**config.mk**
```make
export PLATFORM = sky130hd
export DESIGN_NAME = uart_resync_rx
export DESIGN_NICKNAME = d
export VERILOG_FILES = /design/src/rtl/rx_resync_pkg.sv /design/src/rtl/rx_resync_datapath.sv /design/src/rtl/rx_resync_ctrl.sv /design/src/rtl/uart_resync_rx.sv
export SDC_FILE = /design/constraint.sdc
export NUM_CORES = 1
export LEC_CHECK = 0
export ABC_AREA = 1
export ABC_CLOCK_PERIOD_IN_PS = 2000
export BUFFER_PORTS_ARGS = -buffer_cell sky130_fd_sc_hd__buf_2
export CAP_MARGIN = 25
export CORE_ASPECT_RATIO = 0.9
export CORE_MARGIN = 3
export CORE_UTILIZATION = 59
export CTS_CLUSTER_SIZE = 8
export DETAILED_ROUTE_END_ITERATION = 8
export HOLD_SLACK_MARGIN = 0.08
export PLACE_DENSITY = 0.74
export RECOVER_POWER = 25
export SLEW_MARGIN = 20
export SYNTH_ARGS = -nofsm -noshare
export SYNTH_HDL_FRONTEND = slang
export SYNTH_SLANG_ARGS = --single-unit
```
**constraint.sdc**
```tcl
create_clock -name clk -period 2 [get_ports clk]
set_input_delay 0 -clock clk [delete_from_list [all_inputs] [get_ports clk]]
set_output_delay 0 -clock clk [all_outputs]
set_load 0.01 [all_outputs]
```
**src/rtl/rx_resync_pkg.sv**
```systemverilog
package rx_resync_pkg;
  typedef enum logic [2:0] {
    ST_HUNT,
    ST_ARMED,
    ST_START,
    ST_DATA,
    ST_STOP
  } rxState_t;

  typedef struct packed {
    logic shiftBit;
    logic acceptByte;
    logic flagError;
  } ctrlStrobes_t;
endpackage

```
**src/rtl/rx_resync_datapath.sv**
```systemverilog
module rx_resync_datapath #(
  parameter int DATA_BITS = 8,
  parameter int SYNC_STAGES = 2
) (
  input  logic clk,
  input  logic rstN,
  input  logic serialIn,
  input  rx_resync_pkg::ctrlStrobes_t strobes,
  output logic lineSync,
  output logic [DATA_BITS-1:0] rxData,
  output logic rxValid,
  output logic frameErr
);
  logic [SYNC_STAGES-1:0] syncChain;
  logic [DATA_BITS-1:0] shiftReg;

  always_ff @(posedge clk or negedge rstN) begin
    if (!rstN) begin
      syncChain <= '1;
    end else begin
      syncChain <= {syncChain[SYNC_STAGES-2:0], serialIn};
    end
  end

  assign lineSync = syncChain[SYNC_STAGES-1];

  always_ff @(posedge clk or negedge rstN) begin
    if (!rstN) begin
      shiftReg <= '0;
      rxData   <= '0;
      rxValid  <= 1'b0;
      frameErr <= 1'b0;
    end else begin
      if (strobes.shiftBit) shiftReg <= {lineSync, shiftReg[DATA_BITS-1:1]};
      if (strobes.acceptByte) rxData <= shiftReg;
      rxValid  <= strobes.acceptByte;
      frameErr <= strobes.flagError;
    end
  end
endmodule

```
**src/rtl/rx_resync_ctrl.sv**
```systemverilog
module rx_resync_ctrl #(
  parameter int DATA_BITS = 8,
  parameter int OVERSAMPLE = 16,
  parameter int IDLE_BITS = 8
) (
  input  logic clk,
  input  logic rstN,
  input  logic lineSync,
  input  logic sampleTick,
  output rx_resync_pkg::ctrlStrobes_t strobes
);
  import rx_resync_pkg::*;

  localparam int IDLE_TICKS = IDLE_BITS * OVERSAMPLE;
  localparam int IW = $clog2(IDLE_TICKS);
  localparam int TW = $clog2(OVERSAMPLE);
  localparam int BW = $clog2(DATA_BITS);
  localparam logic [IW-1:0] IDLE_LAST = IW'(IDLE_TICKS - 1);
  localparam logic [TW-1:0] SLICE_LAST = TW'(OVERSAMPLE - 1);
  localparam logic [TW-1:0] HALF_LAST = TW'(OVERSAMPLE / 2 - 1);
  localparam logic [BW-1:0] BIT_LAST = BW'(DATA_BITS - 1);

  rxState_t state;
  logic [IW-1:0] idleCnt;
  logic [TW-1:0] tickCnt;
  logic [BW-1:0] bitCnt;
  logic sliceEnd;

  assign sliceEnd = sampleTick && (tickCnt == SLICE_LAST);

  always_ff @(posedge clk or negedge rstN) begin
    if (!rstN) begin
      state   <= ST_HUNT;
      idleCnt <= '0;
      tickCnt <= '0;
      bitCnt  <= '0;
    end else if (sampleTick) begin
      unique case (state)
        ST_HUNT: begin
          if (!lineSync) begin
            idleCnt <= '0;
          end else if (idleCnt == IDLE_LAST) begin
            idleCnt <= '0;
            state   <= ST_ARMED;
          end else begin
            idleCnt <= idleCnt + 1'b1;
          end
        end
        ST_ARMED: begin
          if (!lineSync) begin
            tickCnt <= '0;
            state   <= ST_START;
          end
        end
        ST_START: begin
          if (tickCnt == HALF_LAST) begin
            tickCnt <= '0;
            bitCnt  <= '0;
            state   <= lineSync ? ST_ARMED : ST_DATA;
          end else begin
            tickCnt <= tickCnt + 1'b1;
          end
        end
        ST_DATA: begin
          tickCnt <= tickCnt + 1'b1;
          if (tickCnt == SLICE_LAST) begin
            if (bitCnt == BIT_LAST) state <= ST_STOP;
            else bitCnt <= bitCnt + 1'b1;
          end
        end
        ST_STOP: begin
          tickCnt <= tickCnt + 1'b1;
          if (tickCnt == SLICE_LAST) begin
            idleCnt <= '0;
            state   <= lineSync ? ST_ARMED : ST_HUNT;
          end
        end
        default: state <= ST_HUNT;
      endcase
    end
  end

  always_comb begin
    strobes.shiftBit   = (state == ST_DATA) && sliceEnd;
    strobes.acceptByte = (state == ST_STOP) && sliceEnd && lineSync;
    strobes.flagError  = (state == ST_STOP) && sliceEnd && !lineSync;
  end
endmodule

```
**src/rtl/uart_resync_rx.sv**
```systemverilog
module uart_resync_rx #(
  parameter int DATA_BITS = 8,
  parameter int OVERSAMPLE = 16,
  parameter int IDLE_BITS = 8
) (
  input  logic clk,
  input  logic rstN,
  input  logic serialIn,
  input  logic sampleTick,
  output logic [DATA_BITS-1:0] rxData,
  output logic rxValid,
  output logic frameErr
);
  rx_resync_pkg::ctrlStrobes_t strobes;
  logic lineSync;

  rx_resync_ctrl #(
    .DATA_BITS(DATA_BITS), .OVERSAMPLE(OVERSAMPLE), .IDLE_BITS(IDLE_BITS)
  ) uCtrl (
    .clk(clk), .rstN(rstN), .lineSync(lineSync),
    .sampleTick(sampleTick), .strobes(strobes)
  );

  rx_resync_datapath #(.DATA_BITS(DATA_BITS), .SYNC_STAGES(2)) uPath (
    .clk(clk), .rstN(rstN), .serialIn(serialIn), .strobes(strobes),
    .lineSync(lineSync), .rxData(rxData), .rxValid(rxValid), .frameErr(frameErr)
  );
endmodule

```
==> key figures, run 1 <==
CTS
  • CTS max path bufs: 2
  • H-Tree Depth: 2
  • Root Driver: clkbuf_4
  • Worst-path clk slew: 0.11 ns
  • Post_cts resized: 0
  • Clock Sinks: 37
  • Clk Latency, worst-skew pair: 0.34 ns
  • TritonCTS clock tree: built
  • Num CTS Buffers: 5

Synth
  • Synth area leader: dfrtp_1
  • Top cells by area, synth: dfrtp_1 47%, nand2_1 12%, inv_1 4.2%
  • Sequential share of the synthesized area: 0.4953
  • Post-synth top area share: 0.4673
  • XOR/XNOR Fraction of Synth Area: 0.009346
  • Adder-Cell Fraction of Synth Area: 0.02670
  • Post-Synth Simple-Gate Area: 0.3011
  • Post-synthesis cell type count: 34
  • Avg Cell Area, Syn: 8.841 um^2
  • Mapped Area: 1874 um^2
  • Syn_nets: 220
  • Mapped Cells: 212
  • Ys Warns: 0
  • Synth Register Bits: 37
  • Mux contribution to synthesized area: 0.005340
  • Compound-cell area share of the yosys netlist: 0.09880
  • Main combinational cell family by area after synthesis: simple AND/OR/NAND/NOR gates

Final layout
  • Non-filler instance count after layout: around 270
  • Layout area overhead: 11.68%
  • Number of diodes: 0
  • Finished Cell Area: around 2100 um^2
  • Layout cell share with drive strength beyond 1: 0.2017
  • Fillers: 235
  • Nets: 240
  • Reg area: 928.4 um^2
  • Area of the multi-input gates: 827.0 um^2
  • Final design utilization: 0.7261

Floorplanning
  • FP Rows: 18
  • Die height: ~59 um
  • Core area: 2883 um^2
  • Die area: a little under 4000 um^2
  • Die width: 65.41 um
  • Starting Density: 0.6502
  • Boundary Pins: 14

Worst setup path
  • CP startpoint kind: register
  • CP cell instances: ha_1 -> nand3_4 -> a21oi_2 -> nand2_4 -> clkinv_4 -> nand2_1 -> a21oi_1
  • Crit path DAT: 1.89 ns
  • Max incr delay on CP: 0.41 ns
  • R2r setup slk: roughly 0.37 ns
  • Crit path required time: 2.26 ns
  • R2R cell count: 7
  • Crit Path Category: register to register
  • Cell family with most CP delay: compound AO/OA/AOI/OAI gates
  • WP buf/inv: 1
  • CP max-delay cell: dfrtp_1
  • Crit path max fanout: 7
  • RR Endpoint: uCtrl.idleCnt[2]
  • CP Capture Type: register
  • Reg-to-reg critical path startpoint: uCtrl.tickCnt[0]

STA
  • Slew @ Worst Pin: 0.8765 ns
  • Relative slew slack: 0.4157
  • Fmax: around 610 MHz
  • Final Skew: 0.009298 ns
  • Pins Over Slew Limit: 0
  • Fin crit share: 0.8137
  • Final Hold Violating Endpoints: 0
  • Post-layout min period: 1.627 ns
  • Worst hold slack: 0.3038 ns
  • Final setup fails: 0
  • Setup tns final: 0 ns
  • Unrepaired setup endpoints after global routing: no
  • Final worst setup slack: around 0.37 ns

Placement
  • Setup WS pre-CTS: 0.3838 ns
  • Placed Area: 1968 um^2
  • Number of cells after detailed placement: 262
  • DP HPWL: roughly 2400 um
  • Gpl congestion: 0.9764
  • Port-buffer cells: 13

Global routing
  • Pin count of the biggest net entering global routing: 38
  • Number of global-route vias before repair: between 1k and 1.5k
  • Tot GR Track Use: 0.2048
  • Initial antenna violation count: 0
  • First-pass GRT wire length: 6147 um
  • Grt total ovfl: 0

Min path
  • Min-Delay Path Depth: 2
  • Hold path startpoint: serialIn
  • Worst hold path class: input pin to register
  • Hold path endpoint: uPath.syncChain[0]

Power
  • Final Power: 1.469 mW
  • LEAKAGE: 0.9608 nW
  • Peak VDD IR: 0.0004809 V
  • Pwr Density: between 700 and 800 nW/um^2

Run status
  • Outcome: completed

Route
  • Via-to-Cell Ratio: 5.209
  • # DRC: 0
  • Wire per inst: 12.49 um
  • Initial DRC count: around 90
  • Antenna viol nets, final: 0
  • Routed WL: 3409 um
  • DR vias: 1422
  • DRT Pass-1 Iters: 4

Job
  • Max_cap viols: 0
area by class of cell:
class                   instances  area share
flip-flops and latches         37      0.4435
clock inverters                 3     0.03108
inverters                      24     0.04662
repair buffers                 16     0.04184
multi-input cells             148      0.3951
well taps                      40     0.02391
clock buffers                   5     0.01793
synth_stat cells (all sizes together):
| master | count |
|---|---|
| xor2 | 1 |
| inv | 22 |
| nor2 | 15 |
| ha | 4 |
| mux2i | 1 |
| nand3 | 17 |
| nor4 | 1 |
| buf | 3 |
| nand2 | 68 |
| nor3 | 2 |
| dfstp | 2 |
| nand3b | 2 |
| and2 | 1 |
| nand4 | 5 |
| o22ai | 3 |
| xnor2 | 1 |
| a21oi | 5 |
| dfrtp | 35 |
| or2 | 1 |
| clkinv | 2 |
| o21ai | 21 |
routing by layer:
layer / vias up / wire length (um) / global-route usage
met2: 20 / 1636 / 0.3463
met5: - / 0 / 0
met1: 668 / 1633 / 0.2586
met3: 5 / 111 / 0.05123
li1: 729 / - / -
met4: 0 / 28 / 0.06805
logic make-up (layout without fill, tap and decap cells):
| logic type | count (synthesis) | count (layout) |
|---|---|---|
| AO/OA/AOI/OAI | 29 | 29 |
| multiplexers | 1 | 1 |
| buffers and inverters | 27 | 48 |
| AND/OR/NAND/NOR | 112 | 112 |
| flip-flops | 37 | 37 |
| XOR/XNOR | 2 | 2 |
| adder cells (fa/ha/maj) | 4 | 4 |
placed cells by master (no fill, tap or decap), drive strengths merged, types with 2 or more instances in the layout:
master / Yosys / final
a21oi: 5 / 5
buf: 3 / 6
bufinv: 0 / 2
clkbuf: 0 / 12
clkinv: 2 / 3
dfrtp: 35 / 35
dfstp: 2 / 2
dlygate4sd3: 0 / 3
ha: 4 / 4
inv: 22 / 22
nand2: 68 / 68
nand3: 17 / 17
nand3b: 2 / 2
nand4: 5 / 5
nor2: 15 / 15
nor3: 2 / 2
o21ai: 21 / 21
o22ai: 3 / 3
worst max-delay path by stage:
stage / start / end / slack, ns / depth (start not counted)
6_report: uCtrl.tickCnt[0] / uCtrl.idleCnt[2] / 0.37 / 7
5_1_grt: uCtrl.idleCnt[1] / uCtrl.state[2] / 0.21 / 10
4_1_cts: uCtrl.tickCnt[1] / uCtrl.idleCnt[2] / 0.36 / 7
3_5_place_dp: uCtrl.tickCnt[1] / uCtrl.idleCnt[2] / 0.38 / 7
3_3_place_gp: uCtrl.tickCnt[0] / uCtrl.idleCnt[2] / 0.43 / 7
2_1_floorplan: uCtrl.tickCnt[0] / uCtrl.idleCnt[5] / 0.63 / 6
sequential cells by signal (all words and copies together), names as in the netlist:
| name | count |
|---|---|
| uPath.rxData | 8 |
| uCtrl.tickCnt | 4 |
| uCtrl.idleCnt | 7 |
| uPath.syncChain | 2 |
| uCtrl.state | 3 |
| uPath.frameErr | 1 |
| uPath.rxValid | 1 |
| uCtrl.bitCnt | 3 |
| uPath.shiftReg | 8 |
power breakdown:
part | total [mW] | internal, mW | switching [mW]
Sequential | 0.773 | 0.760 | 0.0126
Clock | 0.631 | 0.387 | 0.244
Combinational | 0.0657 | 0.0204 | 0.0453
Total | 1.47 | 1.17 | 0.301
worst reg2reg max path: cells and delay by family, from the launching register on:
kind	cells	cell delay [ns]
adder cells (fa/ha/maj)	1	0.27
buffers and inverters	1	0.09
AO/OA/AOI/OAI	2	0.44
AND/OR/NAND/NOR	3	0.34
flip-flops	1	0.41
timing repair:
item | 4_1_cts | 5_1_grt
hold buffers | 3 | 0
endpoints found under the hold margin | 41 | 0
buffers inserted | 0 | 0
Power figures use the tool's default switching activity.
==> inputs of run 2 (changes only) <==
--- a/config.mk
+++ b/config.mk
@@ -5,17 +5,17 @@
 export SDC_FILE = /design/constraint.sdc
 export NUM_CORES = 1
 export LEC_CHECK = 0
-export ABC_AREA = 1
-export ABC_CLOCK_PERIOD_IN_PS = 2000
+export ABC_AREA = 0
+export ABC_CLOCK_PERIOD_IN_PS = 1400
 export BUFFER_PORTS_ARGS = -buffer_cell sky130_fd_sc_hd__buf_2
 export CAP_MARGIN = 25
 export CORE_ASPECT_RATIO = 0.9
 export CORE_MARGIN = 3
-export CORE_UTILIZATION = 59
+export CORE_UTILIZATION = 52
 export CTS_CLUSTER_SIZE = 8
 export DETAILED_ROUTE_END_ITERATION = 8
 export HOLD_SLACK_MARGIN = 0.08
-export PLACE_DENSITY = 0.74
+export PLACE_DENSITY = 0.7
 export RECOVER_POWER = 25
 export SLEW_MARGIN = 20
 export SYNTH_ARGS = -nofsm -noshare
==> constraint.sdc (replaced) <==
create_clock -name clk -period 1.4 [get_ports clk]
set_input_delay 0 -clock clk [delete_from_list [all_inputs] [get_ports clk]]
set_output_delay 0 -clock clk [all_outputs]
set_load 0.01 [all_outputs]
==> run 2 against run 1 <==
Via count fell by 2.3%. The run now ends with setup timing left. Non-clock buffer count up 36. Synthesized cell count is 25% lower. Worst hold slack got worse by 0.21 ns. Setup slack got worse by 0.52 ns. First-iteration DRC count rose by 30%.
==> key figures, run 2 <==
Route
  • Wire per inst: approximately 16 um
  • Via-to-Cell Ratio: 5.426
  • DR vias: 1389
  • Initial DRC count: 118
  • DRT Pass-1 Iters: 4
  • Routed WL: 4007 um
  • Antenna viol nets, final: 0
  • # DRC: 0

Worst setup path
  • R2r setup slk: -0.15 ns
  • Crit path required time: roughly 1.6 ns
  • CP startpoint kind: register
  • CP max-delay cell: dfrtp_1
  • CP Capture Type: register
  • Cell family with most CP delay: flip-flops
  • Max incr delay on CP: a little under 0.4 ns
  • Crit Path Category: register to register
  • Crit path DAT: roughly 1.7 ns
  • CP cell instances: ha_2 -> and3_4 -> nand2_4 -> nor2_4 -> buf_12 -> mux2_4
  • RR Endpoint: uPath.shiftReg[0]
  • WP buf/inv: 1
  • Crit path max fanout: 8
  • R2R cell count: 6
  • Reg-to-reg critical path startpoint: uCtrl.tickCnt[0]

CTS
  • CTS max path bufs: 2
  • TritonCTS clock tree: built
  • Worst-path clk slew: 0.07 ns
  • Clock Sinks: 37
  • Num CTS Buffers: 5
  • Root Driver: clkbuf_8
  • Clk Latency, worst-skew pair: 0.29 ns
  • H-Tree Depth: 2

Synth
  • Most numerous cell in the Yosys netlist: dfrtp_1
  • Post-synth EDFFs: 0
  • Synth Register Bits: 37
  • Syn_nets: 167
  • Avg Cell Area, Syn: 10.84 um^2
  • Ys Warns: 0
  • Sequential share of the synthesized area: 0.5385
  • Post-synthesis cell type count: 37
  • Mapped Cells: approximately 160
  • Post-synth ARST share: 1.000
  • Mapped Area: between 1500 and 2000 um^2
  • Ys flop type: dfrtp_1
  • Post-synth top area share: 0.5080
  • Top post-synthesis cells by count: 35 x dfrtp_1, 18 x o21ai_0, 16 x mux2_2, 16 x nand2_1, 10 x nor2_1
  • Synth area leader: dfrtp_1
  • Top cells by area, synth: dfrtp_1 51%, mux2_2 10%, o21ai_0 5.2%

STA
  • Unrepaired setup endpoints after global routing: yes
  • Relative slew slack: 0.4105
  • Final setup fails: 33
  • Fmax: 646.2 MHz
  • Slew @ Worst Pin: 0.8843 ns
  • Final worst setup slack: -0.1475 ns
  • Fin crit share: 1.105
  • Final Skew: around 0.0047 ns
  • Final Hold Violating Endpoints: 0
  • Pins Over Slew Limit: 0
  • Post-layout min period: 1.547 ns
  • Worst hold slack: 0.09737 ns

Final layout
  • Area of the multi-input gates: 884.6 um^2
  • Layout area overhead: 39.04%
  • Layout cell share with drive strength beyond 1: 0.4766
  • Biggest regs: uPath.rxData (8), uPath.shiftReg (8), uCtrl.idleCnt (7)
  • Reg area: 932.1 um^2
  • Most common cell after layout, fill and taps aside: dfrtp_1
  • Number of diodes: 0
  • Nets: roughly 220
  • Fillers: 190
  • Final design utilization: 0.7698
  • Commonest non-fill, non-tap cells in the layout: 32 x dfrtp_1, 30 x buf_4, 14 x buf_2, 13 x nand2_1

Power
  • NetSw: ~1.2 mW
  • Gate power share: 0.362
  • Sequential power share: 0.379
  • Sw frac: 0.3344
  • Peak VDD IR: 0.0008868 V
  • LEAKAGE: 1.188 nW
  • Int Pwr: 2.377 mW
  • Pwr Density: 1490 nW/um^2
  • Clock share of power: 0.259
  • Final Power: 3.571 mW

Global routing
  • Number of global-route vias before repair: 1396
  • First-pass GRT wire length: 6368 um
  • Tot GR Track Use: 0.2155
  • Pin count of the biggest net entering global routing: 38
  • Initial antenna violation count: 0
  • Grt total ovfl: 0

Floorplanning
  • Die height: 60.63 um
  • Starting Density: 0.5536
  • Die width: 66.70 um
  • Boundary Pins: 14
  • Core area: ~3100 um^2
  • Die area: 4043 um^2
  • FP Rows: 19

Job
  • Max_cap viols: 0

Placement
  • DP HPWL: 2586 um
  • Gpl congestion: 0.8587
  • Port-buffer cells: 13

Min path
  • Min-Delay Path Depth: 3
  • Hold path endpoint: uCtrl.state[1]
  • Hold path startpoint: sampleTick
  • Worst hold path class: input pin to register

Run status
  • Failing checks: setup timing
  • Outcome: finished with violations
-- run 2: tightest hold or removal path, cell delays in order --
cell	delay, ns
buf_2	0.17
o21ai_2	0.11
o21ai_1	0.07
-- run 2: logic make-up (layout without fill, tap and decap cells) --
kind of cell,Yosys count,count (layout),synth area share
flops,37,37,0.5385
mux,17,17,0.1103
simple gates,55,55,0.1727
buf+inv,11,66,0.02612
compound gates,33,33,0.1132
xor+xnor,2,2,0.01016
fa+ha+maj,4,4,0.02903
-- run 2: how the worst max path moves through the flow --
stage	start	endpoint	slack, ns	cells after the start
floorplan	uCtrl.tickCnt[0]	uPath.shiftReg[0]	-0.14	6
global placement	uCtrl.tickCnt[0]	uPath.shiftReg[3]	-0.22	5
detailed placement	uCtrl.tickCnt[0]	uPath.shiftReg[1]	-0.26	5
CTS	uCtrl.tickCnt[0]	uCtrl.idleCnt[5]	-0.15	5
global route	uCtrl.tickCnt[0]	uCtrl.idleCnt[3]	-0.23	5
finish	uCtrl.tickCnt[0]	uPath.shiftReg[0]	-0.15	6
-- run 2: metrics by stage --
step,setup TNS (ns),area (um^2),std cells,setup slack [ns]
after global placement,-4.297,2057,238,-0.2238
after CTS,-3.763,2293,252,-0.1503
after detailed placement,-5.820,2057,238,-0.2619
after global routing,-6.361,2397,256,-0.2269
after floorplan,-2.758,1762,159,-0.1380
final,-3.579,2397,256,-0.1475
-- run 2: cell type report --
class / count / area share
inverters: 6 / 0.009395
flip-flops and latches: 37 / 0.3888
clock buffers: 6 / 0.03027
clock inverters: 2 / 0.01618
multi-input cells: 111 / 0.3690
repair buffers: 52 / 0.1644
well taps: 42 / 0.02192
-- run 2: per-layer routing --
| metal | global-route usage | part of all wire |
|---|---|---|
| met1 | 0.2589 | 0.42 |
| met3 | 0.05556 | 0.031 |
| met4 | 0.05217 | 0.019 |
| met2 | 0.3898 | 0.53 |
| met5 | 0 | 0 |
-- run 2: power groups by stage --
| stage | logic (mW) | clock network, mW | registers, mW |
|---|---|---|---|
| 6_report | 1.29 | 0.924 | 1.35 |
| 2_1_floorplan | 0.582 | 0 | 1.31 |
| 5_1_grt | 1.44 | 0.980 | 1.37 |
| 4_1_cts | 1.07 | 0.943 | 1.33 |
| 3_3_place_gp | 0.973 | 0 | 1.32 |
| 3_5_place_dp | 1.02 | 0 | 1.34 |
-- run 2: timing repair --
action / 4_1_cts / 5_1_grt
hold buffers: 2 / 0
endpoints found under the hold margin: 36 / 0
gates cloned: 1 / 0
gates resized for setup: 23 / 22
buffers inserted: 3 / 4
endpoints found under the setup margin: 34 / 34
pin swaps: 6 / 6
